$ cat src/rtl/fbs_pkg.sv
package fbs_pkg;

    localparam logic [7:0] CMD_ERS_SETUP   = 8'h20;
    localparam logic [7:0] CMD_ERS_CONFIRM = 8'hD0;
    localparam logic [7:0] CMD_PGM_SETUP   = 8'h40;
    localparam logic [7:0] CMD_READ_STAT   = 8'h70;
    localparam logic [7:0] CMD_CLR_STAT    = 8'h50;
    localparam logic [7:0] CMD_READ_ARRAY  = 8'hFF;

    localparam logic [7:0] STAT_READY_MASK = 8'h80;
    localparam logic [7:0] STAT_FAULT_MASK = 8'h38;

    typedef enum logic [1:0] {
        ERR_NONE    = 2'd0,
        ERR_STATUS  = 2'd1,
        ERR_TIMEOUT = 2'd2,
        ERR_VERIFY  = 2'd3
    } fbs_err_e;

    typedef enum logic [3:0] {
        ST_IDLE,
        ST_ERS_SETUP,
        ST_ERS_CONFIRM,
        ST_PGM_FETCH,
        ST_PGM_SETUP,
        ST_PGM_GAP,
        ST_PGM_DATA,
        ST_POLL_CMD,
        ST_POLL_READ,
        ST_POLL_EVAL,
        ST_CLR_STAT,
        ST_RST_READ,
        ST_VFY_READ,
        ST_VFY_CHECK,
        ST_DONE
    } fbs_state_e;

endpackage

$ cat src/rtl/fbs_tally.sv
// Clearable event counter that flags the last of LIMIT counted events.
module fbs_tally #(
    parameter int unsigned LIMIT = 4
) (
    input  logic clk,
    input  logic rst_n,
    input  logic clr,
    input  logic inc,
    output logic last
);
    localparam int unsigned W = $clog2(LIMIT + 1);

    logic [W-1:0] q;

    always_ff @(posedge clk or negedge rst_n) begin
        if (!rst_n) begin
            q <= '0;
        end else if (clr) begin
            q <= '0;
        end else if (inc && (q != W'(LIMIT))) begin
            q <= q + 1'b1;
        end
    end

    assign last = (q == W'(LIMIT - 1));

endmodule

$ cat src/rtl/fbs_status_eval.sv
// Decodes a device status byte into ready and fault flags.
module fbs_status_eval
    import fbs_pkg::*;
(
    input  logic [7:0] status,
    output logic       ready,
    output logic       fault
);
    always_comb begin
        ready = |(status & STAT_READY_MASK);
        fault = ready && (|(status & STAT_FAULT_MASK));
    end
endmodule

$ cat src/rtl/flash_bank_seq.sv
module flash_bank_seq
    import fbs_pkg::*;
#(
    parameter int unsigned BANK_BYTES = 8192,
    parameter int unsigned CLK_MHZ    = 100,
    parameter int unsigned SETUP_NS   = 1000,
    parameter int unsigned POLL_LIMIT = 1000000,
    localparam int unsigned AW        = $clog2(BANK_BYTES)
) (
    input  logic          clk,
    input  logic          rst_n,
    input  logic          start_erase,
    input  logic          start_prog,
    output logic          busy,
    output logic          done,
    output logic [1:0]    err_code,
    output logic          img_rd,
    output logic [AW-1:0] img_addr,
    input  logic [7:0]    img_data,
    output logic          fl_wr,
    output logic          fl_rd,
    output logic [AW-1:0] fl_addr,
    output logic [7:0]    fl_wdata,
    input  logic [7:0]    fl_rdata
);
    localparam int unsigned GAP_RAW = (CLK_MHZ * SETUP_NS + 999) / 1000;
    localparam int unsigned GAP_CYC = (GAP_RAW < 1) ? 1 : GAP_RAW;
    localparam logic [AW-1:0] LAST_IDX = AW'(BANK_BYTES - 1);

    fbs_state_e    state, state_nx;
    logic          op_prog_q;
    logic [AW-1:0] idx_q;
    logic [7:0]    byte_q;
    fbs_err_e      err_q;

    logic gap_clr, gap_inc, gap_last;
    logic poll_clr, poll_inc, poll_last;
    logic st_ready, st_fault;
    logic idx_last;
    logic vfy_match;
    logic [7:0] vfy_expect;

    assign idx_last   = (idx_q == LAST_IDX);
    assign vfy_expect = op_prog_q ? img_data : 8'hFF;
    assign vfy_match  = (fl_rdata == vfy_expect);

    // Setup-to-data gap counter.
    fbs_tally #(.LIMIT(GAP_CYC)) u_gap (
        .clk   (clk),
        .rst_n (rst_n),
        .clr   (gap_clr),
        .inc   (gap_inc),
        .last  (gap_last)
    );

    // Consecutive not-ready poll counter.
    fbs_tally #(.LIMIT(POLL_LIMIT)) u_poll (
        .clk   (clk),
        .rst_n (rst_n),
        .clr   (poll_clr),
        .inc   (poll_inc),
        .last  (poll_last)
    );

    fbs_status_eval u_stat (
        .status (fl_rdata),
        .ready  (st_ready),
        .fault  (st_fault)
    );

    // State register.
    always_ff @(posedge clk or negedge rst_n) begin
        if (!rst_n) begin
            state <= ST_IDLE;
        end else begin
            state <= state_nx;
        end
    end

    // Next-state logic.
    always_comb begin
        state_nx = state;
        unique case (state)
            ST_IDLE: begin
                if (start_erase)     state_nx = ST_ERS_SETUP;
                else if (start_prog) state_nx = ST_PGM_FETCH;
            end
            ST_ERS_SETUP:   state_nx = ST_ERS_CONFIRM;
            ST_ERS_CONFIRM: state_nx = ST_POLL_CMD;
            ST_PGM_FETCH:   state_nx = ST_PGM_SETUP;
            ST_PGM_SETUP:   state_nx = ST_PGM_GAP;
            ST_PGM_GAP:     if (gap_last) state_nx = ST_PGM_DATA;
            ST_PGM_DATA:    state_nx = ST_POLL_CMD;
            ST_POLL_CMD:    state_nx = ST_POLL_READ;
            ST_POLL_READ:   state_nx = ST_POLL_EVAL;
            ST_POLL_EVAL: begin
                if (!st_ready) begin
                    state_nx = poll_last ? ST_CLR_STAT : ST_POLL_CMD;
                end else if (st_fault || !op_prog_q || idx_last) begin
                    state_nx = ST_CLR_STAT;
                end else begin
                    state_nx = ST_PGM_FETCH;
                end
            end
            ST_CLR_STAT:    state_nx = ST_RST_READ;
            ST_RST_READ:    state_nx = ST_VFY_READ;
            ST_VFY_READ:    state_nx = ST_VFY_CHECK;
            ST_VFY_CHECK: begin
                if (!vfy_match || idx_last) state_nx = ST_DONE;
                else                        state_nx = ST_VFY_READ;
            end
            ST_DONE:        state_nx = ST_IDLE;
            default:        state_nx = ST_IDLE;
        endcase
    end

    // Datapath registers.
    always_ff @(posedge clk or negedge rst_n) begin
        if (!rst_n) begin
            op_prog_q <= 1'b0;
            idx_q     <= '0;
            byte_q    <= 8'h00;
            err_q     <= ERR_NONE;
        end else begin
            unique case (state)
                ST_IDLE: begin
                    if (start_erase || start_prog) begin
                        op_prog_q <= !start_erase;
                        idx_q     <= '0;
                        err_q     <= ERR_NONE;
                    end
                end
                ST_PGM_SETUP: byte_q <= img_data;
                ST_POLL_EVAL: begin
                    if (!st_ready) begin
                        if (poll_last) err_q <= ERR_TIMEOUT;
                    end else if (st_fault) begin
                        err_q <= ERR_STATUS;
                    end else if (op_prog_q && !idx_last) begin
                        idx_q <= idx_q + 1'b1;
                    end
                end
                ST_RST_READ: idx_q <= '0;
                ST_VFY_CHECK: begin
                    if (!vfy_match) begin
                        if (err_q == ERR_NONE) err_q <= ERR_VERIFY;
                    end else if (!idx_last) begin
                        idx_q <= idx_q + 1'b1;
                    end
                end
                default: ;
            endcase
        end
    end

    // Outputs.
    always_comb begin
        fl_wr    = 1'b0;
        fl_rd    = 1'b0;
        fl_addr  = '0;
        fl_wdata = 8'h00;
        img_rd   = 1'b0;
        img_addr = idx_q;
        gap_clr  = 1'b0;
        gap_inc  = 1'b0;
        poll_clr = 1'b0;
        poll_inc = 1'b0;
        busy     = (state != ST_IDLE);
        done     = 1'b0;
        err_code = err_q;
        unique case (state)
            ST_IDLE: ;
            ST_ERS_SETUP: begin
                fl_wr    = 1'b1;
                fl_wdata = CMD_ERS_SETUP;
            end
            ST_ERS_CONFIRM: begin
                fl_wr    = 1'b1;
                fl_wdata = CMD_ERS_CONFIRM;
                poll_clr = 1'b1;
            end
            ST_PGM_FETCH: img_rd = 1'b1;
            ST_PGM_SETUP: begin
                fl_wr    = 1'b1;
                fl_addr  = idx_q;
                fl_wdata = CMD_PGM_SETUP;
                gap_clr  = 1'b1;
            end
            ST_PGM_GAP: gap_inc = 1'b1;
            ST_PGM_DATA: begin
                fl_wr    = 1'b1;
                fl_addr  = idx_q;
                fl_wdata = byte_q;
                poll_clr = 1'b1;
            end
            ST_POLL_CMD: begin
                fl_wr    = 1'b1;
                fl_wdata = CMD_READ_STAT;
            end
            ST_POLL_READ: fl_rd = 1'b1;
            ST_POLL_EVAL: poll_inc = !st_ready;
            ST_CLR_STAT: begin
                fl_wr    = 1'b1;
                fl_wdata = CMD_CLR_STAT;
            end
            ST_RST_READ: begin
                fl_wr    = 1'b1;
                fl_wdata = CMD_READ_ARRAY;
            end
            ST_VFY_READ: begin
                fl_rd   = 1'b1;
                fl_addr = idx_q;
                img_rd  = op_prog_q;
            end
            ST_VFY_CHECK: ;
            ST_DONE: done = 1'b1;
            default: ;
        endcase
    end

    // Checker-side count of cycles since the last program setup write.
    localparam int unsigned GW = $clog2(GAP_CYC + 2);
    logic [GW-1:0] gap_seen;
    always_ff @(posedge clk or negedge rst_n) begin
        if (!rst_n) begin
            gap_seen <= '0;
        end else if (fl_wr && fl_wdata == CMD_PGM_SETUP && state == ST_PGM_SETUP) begin
            gap_seen <= '0;
        end else if (gap_seen != GW'(GAP_CYC + 1)) begin
            gap_seen <= gap_seen + 1'b1;
        end
    end

    AST_IDLE_QUIET: assert property (@(posedge clk) disable iff (!rst_n)
        !busy |-> (!fl_wr && !fl_rd && !done));
    AST_BUS_EXCLUSIVE: assert property (@(posedge clk) disable iff (!rst_n)
        !(fl_wr && fl_rd));
    AST_CONFIRM_AFTER_SETUP: assert property (@(posedge clk) disable iff (!rst_n)
        (fl_wr && fl_wdata == CMD_ERS_CONFIRM && state == ST_ERS_CONFIRM)
        |-> ($past(fl_wr) && $past(fl_wdata) == CMD_ERS_SETUP && fl_addr == '0));
    AST_READ_AFTER_STATCMD: assert property (@(posedge clk) disable iff (!rst_n)
        (state == ST_POLL_READ) |-> (fl_rd && $past(fl_wr) && $past(fl_wdata) == CMD_READ_STAT));
    AST_GAP_MET: assert property (@(posedge clk) disable iff (!rst_n)
        (state == ST_PGM_DATA) |-> (gap_seen >= GW'(GAP_CYC)));
    AST_RESET_AFTER_CLEAR: assert property (@(posedge clk) disable iff (!rst_n)
        (fl_wr && fl_wdata == CMD_READ_ARRAY && state == ST_RST_READ)
        |-> ($past(fl_wr) && $past(fl_wdata) == CMD_CLR_STAT && fl_addr == '0));
    AST_DONE_PULSE: assert property (@(posedge clk) disable iff (!rst_n)
        done |=> (!done && !busy));
    AST_ERR_HOLD: assert property (@(posedge clk) disable iff (!rst_n)
        (!busy && !start_erase && !start_prog) |=> $stable(err_code));
    AST_START_IGNORED: assert property (@(posedge clk) disable iff (!rst_n)
        (busy && !done && (start_erase || start_prog)) |=> (busy && $stable(op_prog_q)));

endmodule

$ cat config.mk
export PLATFORM = sky130hd
export DESIGN_NAME = flash_bank_seq
export DESIGN_NICKNAME = d
export VERILOG_FILES = /design/src/rtl/fbs_pkg.sv /design/src/rtl/fbs_tally.sv /design/src/rtl/fbs_status_eval.sv /design/src/rtl/flash_bank_seq.sv
export SDC_FILE = /design/constraint.sdc
export NUM_CORES = 1
export LEC_CHECK = 0
export ABC_AREA = 1
export BUFFER_PORTS_ARGS = -buffer_cell sky130_fd_sc_hd__buf_4
export CAP_MARGIN = 30
export CORE_ASPECT_RATIO = 0.5
export CORE_MARGIN = 10
export CORE_UTILIZATION = 52
export DETAILED_ROUTE_END_ITERATION = 8
export GPL_TIMING_DRIVEN = 0
export PLACE_DENSITY = 0.76
export SYNTH_ARGS = -nofsm -noshare
export SYNTH_HDL_FRONTEND = slang
export SYNTH_SLANG_ARGS = --single-unit
$ cat constraint.sdc
create_clock -name clk -period 2.9 [get_ports clk]
set_input_delay 0.58 -clock clk [delete_from_list [all_inputs] [get_ports clk]]
set_output_delay 0.58 -clock clk [all_outputs]
set_load 0.02 [all_outputs]
==> impl_metrics.tcl, run 1 <==
set metrics [dict create \
    vdd_drop_max_v 0.000349 \
    p_seq_frac 0.330 \
    crit_arrival_ns 2.10 \
    maxSlewViolCount 0 \
    post_drt_wl_per_cell_um 13.7 \
    cts.repair.resized 0 \
    crit_path_end_kind "output pin" \
    placed_cell_area_mm2 0.00449 \
    ios 61 \
    setup_slack_ns 0.222 \
    powerDensity_mw_per_mm2 681 \
    synthMuxAreaShare 0 \
    finalWirelength_mm 10.4 \
    max_slew_margin 0.528 \
    portBuffers 60 \
    drive_gt1_frac 0.165 \
    worstSkewPairLatency_ns 0.30 \
    grt_pass1_vias 3715 \
    grt.busiest_layer "met2" \
    yosys.area_share.simple 0.428 \
    nNetsFinal 690 \
    avgSynthCellArea_um2 6.55 \
    synthAdderAreaFrac 0.0160 \
    crit_type "reg2out" \
    rsz0062_at_grt "false" \
    grt_antenna_before_repair 0 \
    yosys-top-cells-count "nand2_1, nor2_1, inv_1" \
    switchingPower_mw 1.43 \
    worst_pin_slew_ns 0.708 \
    initial_core_util 0.535 \
    clk_pin_slew_ns 0.08 \
    nFillCells 670 \
    grt_pass1_wl_mm 17.6 \
    synth_most_common_cell "nand2_1" \
    num_antenna_cells 0 \
    drc 0 \
    avgViaCountPerCell 5.33 \
    synth_nets 623 \
    clockPowerShare 0.195 \
    dp_hpwl_mm 8.04 \
    synth_edf_count 0 \
    numCtsBuffers 5 \
    place_ws_ns 0.524 \
    synth-seq-cells 55 \
    stdcell_area_mm2 0.00464 \
    fmax_mhz 373 \
    multi_input_area_mm2 0.00217 \
    setup_tns_ns 0 \
    critPathRequiredTime_ns 2.32 \
    clk_path_buf_depth 2 \
    yosysSeqAreaShare 0.351 \
    final_cell_count_no_fill 762 \
    final_antenna_net_count 0 \
    skew_ns 0.00947 \
    synth_xor_area_frac 0.0313 \
    cts_num_sinks 55 \
    fin_util 0.633 \
    min_period_ns 2.68 \
    hold_class "in2async" \
    p_int_mw 1.73 \
    cts_tree "built" \
    async_flop_share 1.00 \
    grt-ovfl-total 0 \
    cap_violations 0 \
    grt_max_degree 56 \
    core_area_mm2 0.00732 \
    hold_buffers 0 \
    syn2layout_area_growth_pct 18.4 \
    ys_types 33 \
    num_vias 4060 \
    first_pass_iters 5 \
    synth_top_area_frac 0.351 \
    first_iter_violations 281 \
    min_period_over_period 0.924 \
    ctsHtreeMaxLevel 2 \
    worst-path-max-fanout 10 \
    syn_area_mm2 0.00392 \
    use_met3 0.0390 \
    crit_path_start_kind "flop" \
    gp_congestion 0.931 \
    ys_top_cells_by_area "dfrtp_1, nand2_1, nand3_1" \
    die_y_um 81.4 \
    placed_cells 754 \
    root_buffer "clkbuf_16" \
    grt.met2_usage 0.321 \
    postSynthCellCount 598 \
    die_x_um 143 \
    p_sw_frac 0.452 \
    status "finished clean" \
    use_met1 0.230 \
    yosysTopAreaCell "dfrtp_1" \
    dieArea_mm2 0.0116 \
    synth_compound_area_frac 0.0789 \
    leakage_nw 2.29 \
    synth_top_family_by_area "simple AND/OR/NAND/NOR gates" \
    setup_viol 0 \
    synth_warnings 0 \
    power_frac_comb 0.475 \
    register_area_mm2 0.00138 \
    placementRows 22 \
    grt_util_all_layers 0.183 \
    hold_violations 0 \
    synth_flop_cell "dfrtp_1" \
    postCtsSetupBuffers 0 \
]
## cell type report
type	instances	area share
Buffer	12	0.0162
Clock buffer	5	0.0270
Clock inverter	3	0.00540
Inverter	78	0.0637
Multi-Input combinational cell	453	0.468
Sequential cell	55	0.297
Tap cell	96	0.0259
Timing Repair Buffer	60	0.0971
## metal layers
| layer | wire [um] | vias to the layer above |
|---|---|---|
| met2 | 4900 | 128 |
| met5 | 0 | - |
| met4 | 128 | 0 |
| li1 | - | 2050 |
| met3 | 693 | 13 |
| met1 | 4710 | 1869 |
## power groups by stage
stage          combinational, mW  clock (mW)  sequential, mW
6_report                    1.50       0.617            1.04
3_3_place_gp                1.49           0            1.05
4_1_cts                     1.51       0.624            1.04
2_1_floorplan               1.04           0            1.04
5_1_grt                     1.67       0.658            1.07
3_5_place_dp                1.50           0            1.05
## cell usage in the layout, fill, tap and decap left out, types with 3 or more instances in the layout
| master | synthesis | layout |
|---|---|---|
| dfrtp_1 | 55 | 55 |
| xor2_1 | 14 | 14 |
| inv_2 | 6 | 6 |
| nand3b_1 | 5 | 5 |
| nand2_1 | 174 | 174 |
| nand4_1 | 18 | 18 |
| buf_4 | 3 | 63 |
| o21ai_1 | 7 | 7 |
| o21ai_0 | 30 | 30 |
| clkbuf_16 | 0 | 5 |
| nor2_2 | 7 | 7 |
| a21oi_1 | 9 | 9 |
| nand2_4 | 3 | 3 |
| nand3_1 | 60 | 60 |
| nor3_1 | 21 | 21 |
| inv_1 | 71 | 71 |
| nand2_2 | 9 | 9 |
| nor2_1 | 76 | 76 |
| clkbuf_1 | 4 | 4 |
| buf_2 | 3 | 3 |
| ha_1 | 5 | 5 |
## worst paths after layout
check                                 start          end  slack (ns)  depth (start not counted)
worst max-delay path               state[1]        fl_wr        0.22                          7
worst min-delay path                  rst_n   u_gap.q[3]        0.29                          1
worst max register to register  img_addr[0]  img_addr[3]        0.84                         10
worst min register to register    byte_q[7]    byte_q[7]        0.49                          2
max in group asynchronous             rst_n  err_code[1]        2.09                          1
min in group clk                  byte_q[7]    byte_q[7]        0.49                          2
## sequential cells by signal (all words and copies together) (netlist names)
register	cells
state	4
img_addr	13
u_poll.q	20
u_gap.q	7
op_prog_q	1
err_code	2
byte_q	8
## through the flow
stage                     hold slack [ns]  total power, mW
final                               0.295             3.16
after global routing                0.371             3.40
after CTS                           0.357             3.17
after detailed placement            0.474             2.56
after global placement              0.467             2.54
after floorplan                     0.284             2.08
## cell families after synthesis
group | count (synthesis)
compound gates | 56
xor+xnor | 14
fa+ha+maj | 5
buf+inv | 90
flops | 55
simple gates | 378
## critical path: stages, from the launching register on
cell      delay, ns
dfrtp_1        0.44
nor2_1         0.27
inv_1          0.15
nor2_2         0.24
inv_1          0.13
clkbuf_1       0.25
nand4_1        0.16
buf_4          0.15
(Power assumes the default switching activity.)
==> run 2: changes to the inputs <==
PLACE_DENSITY = 0.79   (was 0.76)
clock period = 2.16 ns   (was 2.9 ns; I/O delays follow)
==> run 2 against run 1 <==
Non-clock buffer count up 5. Clock-buffer cell count unchanged. Register-to-register slack worse by 0.64 ns. Total power up 43%. Via count up 0.94%. Setup slack worse by 0.16 ns. Utilization up 1.5 points. Final area up 2.3%. Die area unchanged. Clock power up 37%. Critical path type unchanged. Critical endpoint is now fl_addr[8].
==> impl_metrics.tcl, run 2 (synthesis gave the netlist of run 1 again) <==
set metrics [dict create \
    status "finished clean" \
    leakage_nw 2.32 \
    grt-ovfl-total 0 \
    crit_path_start_kind "flop" \
    clockPowerShare 0.187 \
    p_int_mw 2.46 \
    worst_pin_slew_ns 0.715 \
    dieArea_mm2 0.0116 \
    maxSlewViolCount 0 \
    setup_viol 0 \
    cap_violations 0 \
    grt_pass1_wl_mm 17.9 \
    syn2layout_area_growth_pct 21.1 \
    register_area_mm2 0.00138 \
    drive_gt1_frac 0.189 \
    regMostFlops "u_poll.q" \
    finalWirelength_mm 10.8 \
    ios 61 \
    min_period_over_period 0.971 \
    dr_wl_met3_um 723 \
    rr_startpoint "img_addr[0]" \
    mostFrequentLayoutCells "nand2_1, nor2_1, inv_1, buf_4, nand3_1" \
    hold_ws_ns 0.181 \
    numCtsBuffers 5 \
    die_y_um 81.4 \
    post_drt_wl_per_cell_um 14.1 \
    max_slew_margin 0.524 \
    drc 0 \
    dp_hpwl_mm 7.97 \
    setup_tns_ns 0 \
    portBuffers 60 \
    hold_class "in2async" \
    first_iter_violations 268 \
    vdd_drop_max_v 0.000462 \
    power_frac_comb 0.497 \
    grt_antenna_before_repair 0 \
    die_x_um 143 \
    hold_violations 0 \
    avgViaCountPerCell 5.34 \
    setup_slack_ns 0.0630 \
    crit_path_end_kind "output pin" \
    worstSkewPairLatency_ns 0.30 \
    worst-path-max-fanout 10 \
    setup.worst_path.start "state[1]" \
    fin_util 0.648 \
    gp_congestion 0.928 \
    placementRows 22 \
    initial_core_util 0.535 \
    cts_tree "built" \
    p_total_mw 4.51 \
    min_period_ns 2.10 \
    p_seq_frac 0.316 \
    drt-met1-wl_mm 4.86 \
    ctsHtreeMaxLevel 2 \
    wl_met2_mm 5.12 \
    grt_pass1_vias 3782 \
    clk_path_buf_depth 2 \
    crit_type "reg2out" \
    root_buffer "clkbuf_16" \
    grt_util_all_layers 0.187 \
    nFillCells 674 \
    first_pass_iters 5 \
    top_layer_used "met4" \
    skew_ns 0.00610 \
    place_ws_ns -0.0704 \
    critPathRequiredTime_ns 1.73 \
    grt_max_degree 56 \
    num_antenna_cells 0 \
    p_sw_frac 0.454 \
    fmax_mhz 477 \
    powerDensity_mw_per_mm2 951 \
    nNetsFinal 695 \
    cts_num_sinks 55 \
    final_common_cell "nand2_1" \
    switchingPower_mw 2.05 \
    final_antenna_net_count 0 \
    num_vias 4098 \
    multi_input_area_mm2 0.00221 \
    largest_reg_flops 20 \
    clk_pin_slew_ns 0.08 \
    core_area_mm2 0.00732 \
    crit_arrival_ns 1.66 \
]
==> run 2: layer usage <==
| metal | track usage | vias up |
|---|---|---|
| li1 | - | 2065 |
| met1 | 0.238 | 1875 |
| met2 | 0.321 | 142 |
| met3 | 0.0402 | 16 |
| met4 | 0.0440 | 0 |
| met5 | 0 | - |
==> run 2: repair_timing <==
| action | 4_1_cts | 5_1_grt |
|---|---|---|
| setup buffers | 6 | 0 |
| endpoints found under the setup margin | 19 | 34 |
| gates resized for setup | 12 | 6 |
| hold buffers | 0 | 0 |
| pin swaps | 3 | 0 |
==> run 2: area by class of cell <==
| class | count | share of cell area |
|---|---|---|
| multi-input combinational | 453 | 0.466 |
| sequential | 55 | 0.291 |
| timing repair buffer | 66 | 0.107 |
| inverter | 78 | 0.0630 |
| clock buffer | 5 | 0.0264 |
| tap | 96 | 0.0253 |
| buffer | 11 | 0.0163 |
| clock inverter | 3 | 0.00527 |
==> run 2: worst max-delay path, stage by stage, from the launching register on <==
cell and delay [ns]:
dfrtp_2 0.45, nor2_4 0.18, inv_2 0.10, nor2_4 0.18
nor3_4 0.06, buf_6 0.14, nor2_1 0.10, buf_4 0.15
==> run 2: final timing paths <==
kind                            depth (start not counted)     endpoint  slack [ns]
min in group clk                                        2    op_prog_q        0.37
max in group asynchronous                               1     state[3]        1.47
worst min-delay path                                    1  u_poll.q[1]        0.18
worst max-delay path                                    7   fl_addr[8]        0.06
worst min register to register                          2    byte_q[0]        0.50
worst max register to register                         10  img_addr[2]        0.20
==> run 2: power groups by stage <==
stage / combinational [mW] / clock, mW / sequential [mW]
floorplan: 1.40 / 0 / 1.39
global placement: 2.00 / 0 / 1.41
detailed placement: 2.02 / 0 / 1.42
CTS: 2.22 / 0.855 / 1.41
global route: 2.47 / 0.880 / 1.45
finish: 2.24 / 0.845 / 1.42
==> run 2: metrics by stage <==
stage / cells / instance area, um2
after global placement: 754 / 4490
after detailed placement: 754 / 4490
after floorplan: 598 / 3920
after CTS: 767 / 4730
final: 767 / 4750
after global routing: 767 / 4750
